==> src/rtl/i2c_am_pkg.sv <==
package i2c_am_pkg;

    typedef enum logic [1:0] {
        MK_NONE   = 2'd0,
        MK_OWN_WR = 2'd1,
        MK_OWN_RD = 2'd2,
        MK_GCALL  = 2'd3
    } match_kind_e;

    typedef enum logic [1:0] {
        PH_IDLE = 2'd0,
        PH_ADDR = 2'd1,
        PH_ACK  = 2'd2,
        PH_HOLD = 2'd3
    } phase_e;

endpackage

==> src/rtl/am_line_sampler.sv <==
module am_line_sampler #(
    parameter int SYNC_STAGES = 2
) (
    input  logic clk,
    input  logic rst_n,
    input  logic scl_i,
    input  logic sda_i,
    output logic sda_s_o,
    output logic scl_rise_o,
    output logic scl_fall_o,
    output logic start_o,
    output logic stop_o
);
    localparam int LAST = SYNC_STAGES - 1;

    typedef struct packed {
        logic [SYNC_STAGES-1:0] scl;
        logic [SYNC_STAGES-1:0] sda;
        logic                   scl_p;
        logic                   sda_p;
    } smp_t;

    localparam smp_t SMP_RST = '{scl: '1, sda: '1, scl_p: 1'b1, sda_p: 1'b1};

    smp_t smp_d, smp_q;
    logic scl_s, sda_s;

    always_comb begin
        smp_d        = smp_q;
        smp_d.scl[0] = scl_i;
        smp_d.sda[0] = sda_i;
        for (int i = 1; i < SYNC_STAGES; i++) begin
            smp_d.scl[i] = smp_q.scl[i-1];
            smp_d.sda[i] = smp_q.sda[i-1];
        end
        smp_d.scl_p = smp_q.scl[LAST];
        smp_d.sda_p = smp_q.sda[LAST];
    end

    always_ff @(posedge clk or negedge rst_n) begin
        if (!rst_n) smp_q <= SMP_RST;
        else        smp_q <= smp_d;
    end

    assign scl_s      = smp_q.scl[LAST];
    assign sda_s      = smp_q.sda[LAST];
    assign sda_s_o    = sda_s;
    assign scl_rise_o = scl_s & ~smp_q.scl_p;
    assign scl_fall_o = ~scl_s & smp_q.scl_p;
    assign start_o    = scl_s & smp_q.scl_p & smp_q.sda_p & ~sda_s;
    assign stop_o     = scl_s & smp_q.scl_p & ~smp_q.sda_p & sda_s;

endmodule

==> src/rtl/am_addr_fsm.sv <==
module am_addr_fsm
    import i2c_am_pkg::*;
#(
    parameter int ADDR_W = 7
) (
    input  logic              clk,
    input  logic              rst_n,
    input  logic              sda_s_i,
    input  logic              scl_rise_i,
    input  logic              scl_fall_i,
    input  logic              start_i,
    input  logic              stop_i,
    input  logic [ADDR_W-1:0] own_addr_i,
    input  logic              gc_en_i,
    input  logic              hold_i,
    output logic              sda_oe_o,
    output logic              set_o,
    output match_kind_e       kind_o
);
    localparam int BYTE_W = ADDR_W + 1;
    localparam int CNT_W  = $clog2(BYTE_W + 1);
    localparam logic [CNT_W-1:0] CNT_FULL = CNT_W'(BYTE_W);

    typedef struct packed {
        phase_e              phase;
        logic [CNT_W-1:0]    cnt;
        logic [BYTE_W-1:0]   shf;
        match_kind_e         kind;
    } fsm_t;

    localparam fsm_t FSM_RST = '{phase: PH_IDLE, cnt: '0, shf: '0, kind: MK_NONE};

    fsm_t        fsm_d, fsm_q;
    match_kind_e cand;
    logic [ADDR_W-1:0] rx_addr;
    logic              rx_rd;

    assign rx_addr = fsm_q.shf[BYTE_W-1:1];
    assign rx_rd   = fsm_q.shf[0];

    always_comb begin
        if (rx_addr == '0)              cand = gc_en_i ? MK_GCALL : MK_NONE;
        else if (rx_addr == own_addr_i) cand = rx_rd ? MK_OWN_RD : MK_OWN_WR;
        else                            cand = MK_NONE;
    end

    always_comb begin
        fsm_d = fsm_q;
        set_o = 1'b0;
        unique case (fsm_q.phase)
            PH_IDLE: begin
                if (start_i) begin
                    fsm_d.phase = PH_ADDR;
                    fsm_d.cnt   = '0;
                end
            end
            PH_ADDR: begin
                if (stop_i) begin
                    fsm_d.phase = PH_IDLE;
                end else if (start_i) begin
                    fsm_d.cnt = '0;
                end else if (scl_rise_i && fsm_q.cnt < CNT_FULL) begin
                    fsm_d.shf = {fsm_q.shf[BYTE_W-2:0], sda_s_i};
                    fsm_d.cnt = fsm_q.cnt + 1'b1;
                end else if (scl_fall_i && fsm_q.cnt == CNT_FULL) begin
                    fsm_d.kind  = cand;
                    fsm_d.phase = (cand != MK_NONE) ? PH_ACK : PH_IDLE;
                end
            end
            PH_ACK: begin
                if (stop_i) begin
                    fsm_d.phase = PH_IDLE;
                end else if (start_i) begin
                    fsm_d.phase = PH_ADDR;
                    fsm_d.cnt   = '0;
                end else if (scl_fall_i) begin
                    set_o       = 1'b1;
                    fsm_d.phase = PH_HOLD;
                end
            end
            PH_HOLD: begin
                if (!hold_i) fsm_d.phase = PH_IDLE;
            end
            default: fsm_d = FSM_RST;
        endcase
    end

    always_ff @(posedge clk or negedge rst_n) begin
        if (!rst_n) fsm_q <= FSM_RST;
        else        fsm_q <= fsm_d;
    end

    assign sda_oe_o = (fsm_q.phase == PH_ACK);
    assign kind_o   = fsm_q.kind;

    p_cnt_bound_r2: assert property (@(posedge clk) disable iff (!rst_n)
        fsm_q.cnt <= CNT_FULL);

    p_start_restarts_r2: assert property (@(posedge clk) disable iff (!rst_n)
        (start_i && fsm_q.phase != PH_HOLD) |=> (fsm_q.phase == PH_ADDR && fsm_q.cnt == '0));

    p_stop_idles_r2: assert property (@(posedge clk) disable iff (!rst_n)
        (stop_i && (fsm_q.phase == PH_ADDR || fsm_q.phase == PH_ACK)) |=> fsm_q.phase == PH_IDLE);

    p_ack_needs_match_r5: assert property (@(posedge clk) disable iff (!rst_n)
        sda_oe_o |-> kind_o != MK_NONE);

endmodule

==> src/rtl/am_event_flag.sv <==
module am_event_flag
    import i2c_am_pkg::*;
(
    input  logic        clk,
    input  logic        rst_n,
    input  logic        set_i,
    input  match_kind_e kind_i,
    input  logic        clr_i,
    output logic        flag_o,
    output match_kind_e status_o
);
    typedef struct packed {
        logic        flag;
        match_kind_e status;
    } evt_t;

    localparam evt_t EVT_RST = '{flag: 1'b0, status: MK_NONE};

    evt_t evt_d, evt_q;

    always_comb begin
        evt_d = evt_q;
        if (set_i) begin
            evt_d.flag   = 1'b1;
            evt_d.status = kind_i;
        end else if (clr_i) begin
            evt_d.flag   = 1'b0;
            evt_d.status = MK_NONE;
        end
    end

    always_ff @(posedge clk or negedge rst_n) begin
        if (!rst_n) evt_q <= EVT_RST;
        else        evt_q <= evt_d;
    end

    assign flag_o   = evt_q.flag;
    assign status_o = evt_q.status;

    p_set_wins_r6: assert property (@(posedge clk) disable iff (!rst_n)
        set_i |=> flag_o);

    p_sticky_r6: assert property (@(posedge clk) disable iff (!rst_n)
        (flag_o && !clr_i && !set_i) |=> (flag_o && $stable(status_o)));

    p_status_idle_r7: assert property (@(posedge clk) disable iff (!rst_n)
        !flag_o |-> status_o == MK_NONE);

endmodule

==> src/rtl/i2c_addr_match.sv <==
module i2c_addr_match
    import i2c_am_pkg::*;
#(
    parameter int ADDR_W      = 7,
    parameter int SYNC_STAGES = 2
) (
    input  logic            clk,
    input  logic            rst_n,
    input  logic            scl_i,
    input  logic            sda_i,
    output logic            scl_oe_o,
    output logic            sda_oe_o,
    input  logic            cfg_we_i,
    input  logic [ADDR_W:0] cfg_wdata_i,
    output logic [ADDR_W:0] cfg_addr_o,
    input  logic            irq_en_i,
    input  logic            flag_clr_i,
    output logic            flag_o,
    output logic            irq_o,
    output logic [1:0]      status_o
);
    localparam int REG_W = ADDR_W + 1;
    localparam logic [REG_W-1:0] CFG_RST = {{ADDR_W{1'b1}}, 1'b0};

    logic [REG_W-1:0] cfg_d, cfg_q;
    logic sda_s, scl_rise, scl_fall, bus_start, bus_stop;
    logic ev_set, flag;
    match_kind_e ev_kind, status;

    always_comb begin
        cfg_d = cfg_q;
        if (cfg_we_i) cfg_d = cfg_wdata_i;
    end

    always_ff @(posedge clk or negedge rst_n) begin
        if (!rst_n) cfg_q <= CFG_RST;
        else        cfg_q <= cfg_d;
    end

    am_line_sampler #(.SYNC_STAGES(SYNC_STAGES)) u_sampler (
        .clk        (clk),
        .rst_n      (rst_n),
        .scl_i      (scl_i),
        .sda_i      (sda_i),
        .sda_s_o    (sda_s),
        .scl_rise_o (scl_rise),
        .scl_fall_o (scl_fall),
        .start_o    (bus_start),
        .stop_o     (bus_stop)
    );

    am_addr_fsm #(.ADDR_W(ADDR_W)) u_fsm (
        .clk        (clk),
        .rst_n      (rst_n),
        .sda_s_i    (sda_s),
        .scl_rise_i (scl_rise),
        .scl_fall_i (scl_fall),
        .start_i    (bus_start),
        .stop_i     (bus_stop),
        .own_addr_i (cfg_q[REG_W-1:1]),
        .gc_en_i    (cfg_q[0]),
        .hold_i     (flag),
        .sda_oe_o   (sda_oe_o),
        .set_o      (ev_set),
        .kind_o     (ev_kind)
    );

    am_event_flag u_flag (
        .clk      (clk),
        .rst_n    (rst_n),
        .set_i    (ev_set),
        .kind_i   (ev_kind),
        .clr_i    (flag_clr_i),
        .flag_o   (flag),
        .status_o (status)
    );

    assign cfg_addr_o = cfg_q;
    assign flag_o     = flag;
    assign scl_oe_o   = flag;
    assign irq_o      = flag & irq_en_i;
    assign status_o   = status;

    p_cfg_write_r1: assert property (@(posedge clk) disable iff (!rst_n)
        cfg_we_i |=> cfg_addr_o == $past(cfg_wdata_i));

    p_no_ack_while_held_r9: assert property (@(posedge clk) disable iff (!rst_n)
        scl_oe_o |-> !sda_oe_o);

endmodule

==> config.mk <==
export PLATFORM = sky130hd
export DESIGN_NAME = i2c_addr_match
export DESIGN_NICKNAME = d
export VERILOG_FILES = /design/src/rtl/i2c_am_pkg.sv /design/src/rtl/am_line_sampler.sv /design/src/rtl/am_addr_fsm.sv /design/src/rtl/am_event_flag.sv /design/src/rtl/i2c_addr_match.sv
export SDC_FILE = /design/constraint.sdc
export NUM_CORES = 1
export LEC_CHECK = 0
export BUFFER_PORTS_ARGS = -buffer_cell sky130_fd_sc_hd__buf_2
export CAP_MARGIN = 0
export CORE_MARGIN = 10
export CORE_UTILIZATION = 59
export DETAILED_ROUTE_END_ITERATION = 12
export PLACE_DENSITY = 0.84
export SYNTH_ARGS = -nofsm -noshare
export SYNTH_HDL_FRONTEND = slang
export SYNTH_SLANG_ARGS = --single-unit
==> constraint.sdc <==
create_clock -name clk -period 4.1 [get_ports clk]
set_input_delay 0.82 -clock clk [delete_from_list [all_inputs] [get_ports clk]]
set_output_delay 0.82 -clock clk [all_outputs]
set_load 0.1 [all_outputs]
### Word-level counts from Yosys, hierarchy flattened

Cells that the tools add are included.

* $add $sub $neg: 1
* $lt $le $gt $ge: 1
* equality and inequality tests: 15
* mux-type cells: 30
* bitwise gates (word level): 15
* reductions and logical operators: 11

Operators by type and width (count)
* 2-to-1 mux 2 bit: 15
* 2-to-1 mux 14 bit: 1
* 2-to-1 mux 12 bit: 1
* 2-to-1 mux 4 bit: 3
* one-hot mux 4 bit (3 select lines): 1
* AND reduction 6 bit: 2
* 2-to-1 mux 10 bit: 1
* bitwise AND 1 bit: 8
* != test 2 bit, second input constant: 4
* one-hot mux 2 bit (4 select lines): 1
* equality test 7 bit: 1
* logical NOT 7 bit: 1
* NOT 1 bit: 7
* 2-to-1 mux 3 bit: 2
* 2-to-1 mux 6 bit: 1
* != test 3 x 2 -> 1 bit, second input constant: 2
* != test 3 bit, second input constant: 2
* AND reduction 5 bit: 1
* adder 4 x 1 -> 4 bit, second input constant: 1
* equality test 2 bit, second input constant: 2
* equality test 4 bit, second input constant: 1
* less-than comparator 4 bit, second input constant: 1
* 2-to-1 mux 1 bit: 4
* != test 4 x 1 -> 1 bit, second input constant: 1
* 7 further kinds: 9

* register bits after elaboration: 33
* bits of input ports: 15
* output and inout port bits: 14
* word-level logic and storage cells: 84

### Logic depth before layout (Yosys ltp)

Gate-level depths: netlist of the first run.

* depth after elaboration: 10
* mapped depth: 6

### Cells and area by module

From an unflattened synthesis of the first run, not the netlist that was laid out.

* cell total of the unflattened synthesis: 129
* area, all modules: 1604.0 um^2

Modules (own cells, without submodules)
* am_addr_fsm: times used 1, cells each 89, area an instance 939.7 um^2
* i2c_addr_match: times used 1, cells each 19, area an instance 354.1 um^2
* am_line_sampler: times used 1, cells each 10, area an instance 190.2 um^2
* am_event_flag: times used 1, cells each 11, area an instance 120.1 um^2

### Worst setup path after synthesis of the first run

No wires, ideal clock.

* path kind: register to output
* start: register u_flag.evt_q (netlist bit u_flag.flag_o)
* end: output irq_o
* arrival: 1.808 ns
* slack: 1.472 ns
* cell stages (with the launch flop): 2
* path buffers: 0
* cells stage by stage: dfrtp_1 -> and2_1

* longest elaborated chain between the ends: 1

Ends and longest elaborated chain
* start, declared: line am_event_flag.sv:19 `evt_t evt_d, evt_q;`
* start signal, assigned: line am_event_flag.sv:34 `else evt_q <= evt_d;`
* bitwise AND 1 bit: line i2c_addr_match.sv:81 `assign irq_o = flag & irq_en_i;`
* end, declared: line i2c_addr_match.sv:19 `output logic irq_o,`

Every way passes these cells.

### Worst setup path after layout of the first run

* start: register u_fsm.fsm_q[14] (netlist name)
* end: output sda_oe_o

* longest elaborated chain between the ends: 1

Ends and longest elaborated chain
* start, declared: line am_addr_fsm.sv:33 `fsm_t fsm_d, fsm_q;`
* start signal, assigned: line am_addr_fsm.sv:90 `else fsm_q <= fsm_d;`
* equality test 2 bit: line am_addr_fsm.sv:93 `assign sda_oe_o = (fsm_q.phase == PH_ACK);`
* end, declared: line i2c_addr_match.sv:12 `output logic sda_oe_o,`

Every way passes these cells.

==> results of run 1 <==
-- routing by layer --
layer	track usage, %	wire, um	up-vias
met4	6.540	62	0
met3	5.578	241	6
met5	0	0	-
met2	20.04	1561	52
met1	15.27	1349	548
li1	-	-	528
-- power groups by stage --
stage | logic, mW | registers (mW) | clock network [mW]
finish | 0.364 | 0.452 | 0.249
global route | 0.388 | 0.463 | 0.270
CTS | 0.366 | 0.451 | 0.255
detailed placement | 0.365 | 0.457 | 0
global placement | 0.352 | 0.451 | 0
floorplan | 0.274 | 0.498 | 0
-- cells in the final DEF (no fill, tap or decap), types with 3 or more instances in the layout --
cell type	netlist	final
a211oi_1	3	3
a21oi_1	3	3
buf_2	0	28
clkbuf_4	0	5
dfrtp_1	20	20
dfstp_2	13	13
inv_1	7	7
mux2_2	13	13
mux2_4	4	4
mux2i_1	3	3
nand2_1	8	8
nor3_1	3	3
o21ai_0	6	6
o31ai_1	4	4
xnor2_1	3	3
xor2_1	5	5
-- flip-flops by register name, indices dropped and copies added (netlist names) --
register / count
u_sampler.smp_q: 2
u_sampler.scl_s: 1
u_flag.flag_o: 1
u_flag.status_o: 2
u_sampler.sda_s_o: 1
cfg_addr_o: 8
u_fsm.kind_o: 2
u_fsm.fsm_q: 14
u_sampler.smp_d: 2
-- worst max-delay path: stages, from the launching register on --
cell and delay, ns:
dfrtp_1 0.54, and2b_2 0.29, buf_2 0.43
-- stage by stage --
stage               setup slack [ns]  area (um2)
global placement               1.867        1744
finish                         1.679        1828
global route                   1.609        1828
floorplan                      1.472        1629
CTS                            1.668        1828
detailed placement             1.854        1744
-- area by class of cell --
type | count | area, um2 | area share (%)
Sequential cell | 33 | 842.1 | 46.06
Multi-Input combinational cell | 85 | 698.2 | 38.19
Clock buffer | 5 | 37.54 | 2.053
Clock inverter | 3 | 46.29 | 2.533
Tap cell | 30 | 37.54 | 2.053
Inverter | 7 | 26.28 | 1.437
Timing Repair Buffer | 28 | 140.1 | 7.666
-- cell usage after synthesis, types with 2 or more instances --
| master | n |
|---|---|
| buf_6 | 3 |
| a21oi_1 | 3 |
| clkbuf_2 | 2 |
| nor2_1 | 2 |
| xor2_1 | 5 |
| nand3_1 | 2 |
| nand4_1 | 2 |
| nand2b_1 | 2 |
| and2b_2 | 2 |
| and2_1 | 2 |
| o31ai_1 | 4 |
| dfstp_2 | 13 |
| nand2_1 | 8 |
| nor3_1 | 3 |
| nor4_1 | 2 |
| inv_1 | 7 |
| ha_1 | 2 |
| dfrtp_1 | 20 |
| a211oi_1 | 3 |
| mux2i_1 | 3 |
| a31oi_1 | 2 |
| mux2_2 | 13 |
| mux2_4 | 4 |
| o21ai_0 | 6 |
| buf_4 | 2 |
| xnor2_1 | 3 |
-- final timing paths --
kind                       slack, ns  cells past startpoint                     endpoint                         start
setup reg to reg                2.01                      4  u_fsm.fsm_q[12]$_DFFE_PN0P_   u_fsm.fsm_q[14]$_DFFE_PN0P_
min in group asynchronous       0.51                      1  u_fsm.fsm_q[15]$_DFFE_PN0P_                         rst_n
setup / recovery                1.68                      2                     sda_oe_o   u_fsm.fsm_q[14]$_DFFE_PN0P_
max in group asynchronous       3.13                      1   u_fsm.fsm_q[9]$_DFFE_PN0P_                         rst_n
hold reg to reg                 0.36                      0    u_sampler.scl_s$_DFF_PN1_  u_sampler.smp_d[5]$_DFF_PN1_
hold / removal                  0.36                      0    u_sampler.scl_s$_DFF_PN1_  u_sampler.smp_d[5]$_DFF_PN1_
-- logic make-up after synthesis --
group / count (synthesis)
DFF: 33
adders and majority gates: 2
AOI/OAI and AO/OA: 23
buffers and inverters: 15
xor gates and xnor gates: 8
muxes: 20
and+or+nand+nor: 32
==> flow_summary.yaml, run 1 <==
worst_setup_path:
  endpoint_kind: "output port"
  criticalPathCategory: "reg2out"
  worstPathRequired_ns: 3.28
  crit_fanout: 14
  cp-start-kind: "flop"
  cp.arrival_ns: 1.60
detailed_routing:
  drt_wl_total_um: 3214
  drtPass1Iterations: 4
  vias: 1134
  wl_per_cell_um: 16.83
  ant_nets: 0
  via_per_inst: 5.937
  dr.first_iter.drc_count: 123
  drc: 0
global_routing:
  grt_overflow: 0
  grt_max_degree: 34
  grt_use_total_pct: 13.08
  grt_pass1_vias: 1205
  grt_pass1_wl_um: 5526
  grt_antenna_before_repair: 0
synthesis:
  synth_area_um2: 1629
  ys_ff_latch: 33
  yosysTopAreaCell: "dfrtp_1"
  synth_xor_area_share_pct: 4.301
  synth_edf_count: 0
  ys_seq_area_share_pct: 51.69
  synth_compound_area_share_pct: 9.601
  yosysWarningCount: 0
  syn_nets: 150
  synthFlopType: "dfrtp_1"
  synth_top_family_by_area: "multiplexers"
  synthArstFlopShare_pct: 100.0
  synthSimpleGateAreaFrac_pct: 12.90
  syn_avg_cell_area_um2: 12.25
  synth_top_area_share_pct: 30.72
  synthCells: 133
  synth_cell_types: 39
  synthMuxAreaShare_pct: 14.52
  synth_area_leaders: "dfrtp_1 (31%), dfstp_2 (21%), mux2_2 (9.0%), mux2_4 (3.7%), xor2_1 (2.7%)"
  synthAdderAreaFrac_pct: 1.536
placement:
  portBuffers: 28
  dp_hpwl_um: 2410
  dp_cells: 183
  gp_congestion: 0.8240
pwr:
  p_sw_mw: 0.4291
  seqPwrFrac_pct: 42.4
  p_comb_share_pct: 34.2
  p_per_area_nw_per_um2: 582.4
  ir_drop_mv: 0.4163
  p_clk_share_pct: 23.4
  swShare_pct: 40.30
  p_leak_nw: 0.8555
  p_int_mw: 0.6356
  finalPower_mw: 1.065
sta:
  period_share_pct: 59.05
  tightest_slew_ns: 0.9196
  skew_ns: 0.01151
  holdWs_ns: 0.3621
  fmax_ghz: 0.4131
  setup_viol: 0
  finalCriticalPeriod_ns: 2.421
  rsz0062_at_grt: "no"
  finalMaxSlewViolations: 0
  hold_viol: 0
  tns_ns: 0
  slew_headroom_pct: 38.43
clock_network:
  cts_tree: "yes"
  clockBufferDepth: 2
  cts_made_buffers: 5
  clk_latency_ns: 0.34
  root_buffer: "clkbuf_4"
  cts_resized: 0
  clk_pin_slew_ns: 0.11
  ctsHoldBuffers: 0
  htree_num_levels: 2
  post_cts_buffers: 0
  numClockSinks: 33
floorplan:
  initial_core_util_pct: 64.01
  dieWidth_um: 72.55
  io_pins: 29
  dieArea_um2: 5263
  die_y_um: 72.55
  rows: 18
  floorplan.core_area_um2: 2545
layout:
  fin_cells: 191
  fillers: 180
  syn_to_final_growth_pct: 12.21
  nets: 177
  utilization_pct: 71.83
  antenna_cells: 0
  layout-drive-gt1-share_pct: 46.58
hold_path:
  hold_class: "reg2reg"
flow_run:
  drv_cap: 0
outcome:
  outcome: "completed"
No activity file was read; power rests on OpenSTA's default activity.
==> inputs of run 2 (changes only) <==
- ABC_AREA: unset -> 1
- CORE_UTILIZATION: 59 -> 54
- PLACE_DENSITY: 0.84 -> 0.78
- clock period: 4.1 -> 2.5 ns (I/O delays scaled with it)
==> run 2 against run 1 <==
  * Sequential power grew 64%
  * Critical path depth grew 2
  * Register-to-register slack lost 1.0 ns
  * Clock-buffer cell count grew 2
  * Sequential share of layout area grew 1.5 points
  * Worst setup slack lost 1.1 ns
  * Core utilization shrank 7.1 points
  * Via count grew 9.2%
  * Largest cell class unchanged
==> flow_summary.yaml, run 2 <==
layout:
  antenna_cells: 0
  largest_reg_flops: 14
  mostFrequentLayoutCells: "nand2_1 (40), buf_2 (28), dfrtp_1 (20)"
  layout_commonest_cell: "nand2_1"
  fillers: 235
  regMostFlops: "u_fsm.fsm_q"
  layout-drive-gt1-share_pct: 33.00
  syn_to_final_growth_pct: 14.59
  fin_cells: 231
  nets: 216
synthesis:
  synthFlopType: "dfrtp_1"
  synth.most_common_cell: "nand2_1"
  ys_seq_area_share_pct: 54.54
  ys_top_cells_by_count: "nand2_1 (40), dfrtp_1 (20), inv_1 (19)"
  synth_area_um2: 1544
  syn_nets: 185
  synthCells: 168
  syn_avg_cell_area_um2: 9.190
  yosysTopAreaCell: "dfrtp_1"
  synth_cell_types: 27
  yosysWarningCount: 0
  ys_ff_latch: 33
  synthArstFlopShare_pct: 100.0
  synth_top_area_share_pct: 32.41
  synth_edf_count: 0
  synth_area_leaders: "dfrtp_1 (32%), dfstp_2 (22%), nand2_1 (9.7%), inv_1 (4.6%), mux2_2 (4.4%)"
sta:
  tightest_slew_ns: 0.6864
  hold_viol: 0
  setup_viol: 0
  holdWs_ns: 0.2076
  tns_ns: 0
  fmax_ghz: 0.5085
  rsz0062_at_grt: "no"
  period_share_pct: 78.66
  slew_headroom_pct: 54.24
  finalCriticalPeriod_ns: 1.966
  skew_ns: 0.002157
  finalMaxSlewViolations: 0
global_routing:
  grt_use_total_pct: 12.31
  grt_overflow: 0
  grt_pass1_vias: 1225
  grt_antenna_before_repair: 0
  grt_pass1_wl_um: 5244
  grt_max_degree: 34
floorplan:
  floorplan.core_area_um2: 2734
  die_y_um: 73.47
  dieArea_um2: 5398
  dieWidth_um: 73.47
  initial_core_util_pct: 56.48
  rows: 19
  io_pins: 29
worst_setup_path:
  worstPathRequired_ns: 2.00
  endpoint_kind: "output port"
  crit_fanout: 4
  criticalPathCategory: "reg2out"
  crit_chain: "inv_2, nand2_1, inv_1, buf_2"
  cp.arrival_ns: 1.47
  r2r_start: "u_sampler.smp_q[1]$_DFF_PN1_"
  rr_worst_depth: 8
  cp_slowest_stage_delay_ns: 0.44
  cp-start-kind: "flop"
  r2r_end: "u_fsm.fsm_q[14]$_DFFE_PN0P_"
  ff2ff_setup_slack_ns: 0.97
  cpMaxStageDelayCell: "buf_2"
pwr:
  p_comb_share_pct: 40.4
  p_leak_nw: 0.8832
  swShare_pct: 43.82
  p_sw_mw: 0.7915
  p_per_area_nw_per_um2: 1021
  p_int_mw: 1.015
  seqPwrFrac_pct: 41.1
  ir_drop_mv: 0.7505
  p_clk_share_pct: 18.5
clock_network:
  root_buffer: "clkbuf_4"
  htree_num_levels: 2
  post_cts_buffers: 0
  numClockSinks: 33
  clk_latency_ns: 0.32
  clockBufferDepth: 2
  ctsHoldBuffers: 0
  cts_made_buffers: 5
  clk_pin_slew_ns: 0.09
  cts_resized: 0
  cts_tree: "yes"
detailed_routing:
  vias: 1238
  via_per_inst: 5.359
  ant_nets: 0
  drtPass1Iterations: 4
  dr.first_iter.drc_count: 103
  drc: 0
  wl_per_cell_um: 13.07
  drt_wl_total_um: 3020
placement:
  gp_congestion: 0.7778
  dp_cells: 223
  portBuffers: 28
  dp_hpwl_um: 2377
hold_path:
  hold_class: "in2async"
flow_run:
  drv_cap: 0
outcome:
  outcome: "completed"
-- run 2: power by group through the flow --
stage / logic [mW] / registers, mW / clock network, mW
after global routing: 0.814 / 0.761 / 0.379
final: 0.731 / 0.742 / 0.334
after global placement: 0.707 / 0.741 / 0
after floorplan: 0.504 / 0.840 / 0
after CTS: 0.735 / 0.742 / 0.352
after detailed placement: 0.731 / 0.752 / 0
-- run 2: worst max-delay path, delay by kind of cell (launching register included) --
kind	cells	cell delay, ns
flip-flops	1	0.43
AND/OR/NAND/NOR	1	0.08
buffers and inverters	3	0.64
-- run 2: routing by layer --
| layer | global-route usage, % | part of all wire [%] |
|---|---|---|
| met1 | 12.98 | 40 |
| met2 | 19.89 | 50 |
| met3 | 6.326 | 9.0 |
| met4 | 5.797 | 1.6 |
| met5 | 0 | 0 |
-- run 2: cells by family (layout without fill, tap and decap cells) --
group           after synthesis  count (layout)  synth area share [%]
fa+ha+maj                     2               2                 1.620
mux                           6               6                 4.376
compound gates               23              23                 8.104
xor+xnor                      6               6                 3.404
simple gates                 72              72                 21.07
flops                        33              33                 54.54
buf+inv                      26              58                 6.887
-- run 2: cell type report --
| cell class | instances | area (um2) | area share (%) |
|---|---|---|---|
| Clock buffer | 7 | 65.06 | 3.678 |
| Clock inverter | 1 | 5.005 | 0.2829 |
| Inverter | 22 | 82.58 | 4.668 |
| Multi-Input combinational cell | 109 | 595.6 | 33.66 |
| Sequential cell | 33 | 842.1 | 47.60 |
| Tap cell | 31 | 38.79 | 2.192 |
| Timing Repair Buffer | 28 | 140.1 | 7.921 |
-- run 2: worst max path at each step --
| stage | from | slack, ns | cells past startpoint | end |
|---|---|---|---|---|
| after floorplan | u_flag.flag_o$_DFFE_PN0P_ | 0.34 | 2 | irq_o |
| after global placement | u_fsm.fsm_q[14]$_DFFE_PN0P_ | 0.91 | 4 | sda_oe_o |
| after detailed placement | u_fsm.fsm_q[14]$_DFFE_PN0P_ | 0.89 | 4 | sda_oe_o |
| after CTS | u_fsm.fsm_q[14]$_DFFE_PN0P_ | 0.51 | 4 | sda_oe_o |
| after global routing | u_fsm.fsm_q[14]$_DFFE_PN0P_ | 0.41 | 4 | sda_oe_o |
| final | u_fsm.fsm_q[14]$_DFFE_PN0P_ | 0.53 | 4 | sda_oe_o |
-- run 2: per-stage QoR --
step	power [mW]	util, %	cell area, um2	setup WS, ns
after floorplan	1.345	-	1544	0.3447
after global placement	1.448	62.15	1699	0.9064
after detailed placement	1.484	62.15	1699	0.8850
after CTS	1.829	64.71	1769	0.5068
after global routing	1.955	64.71	1769	0.4057
final	1.806	64.71	1769	0.5335
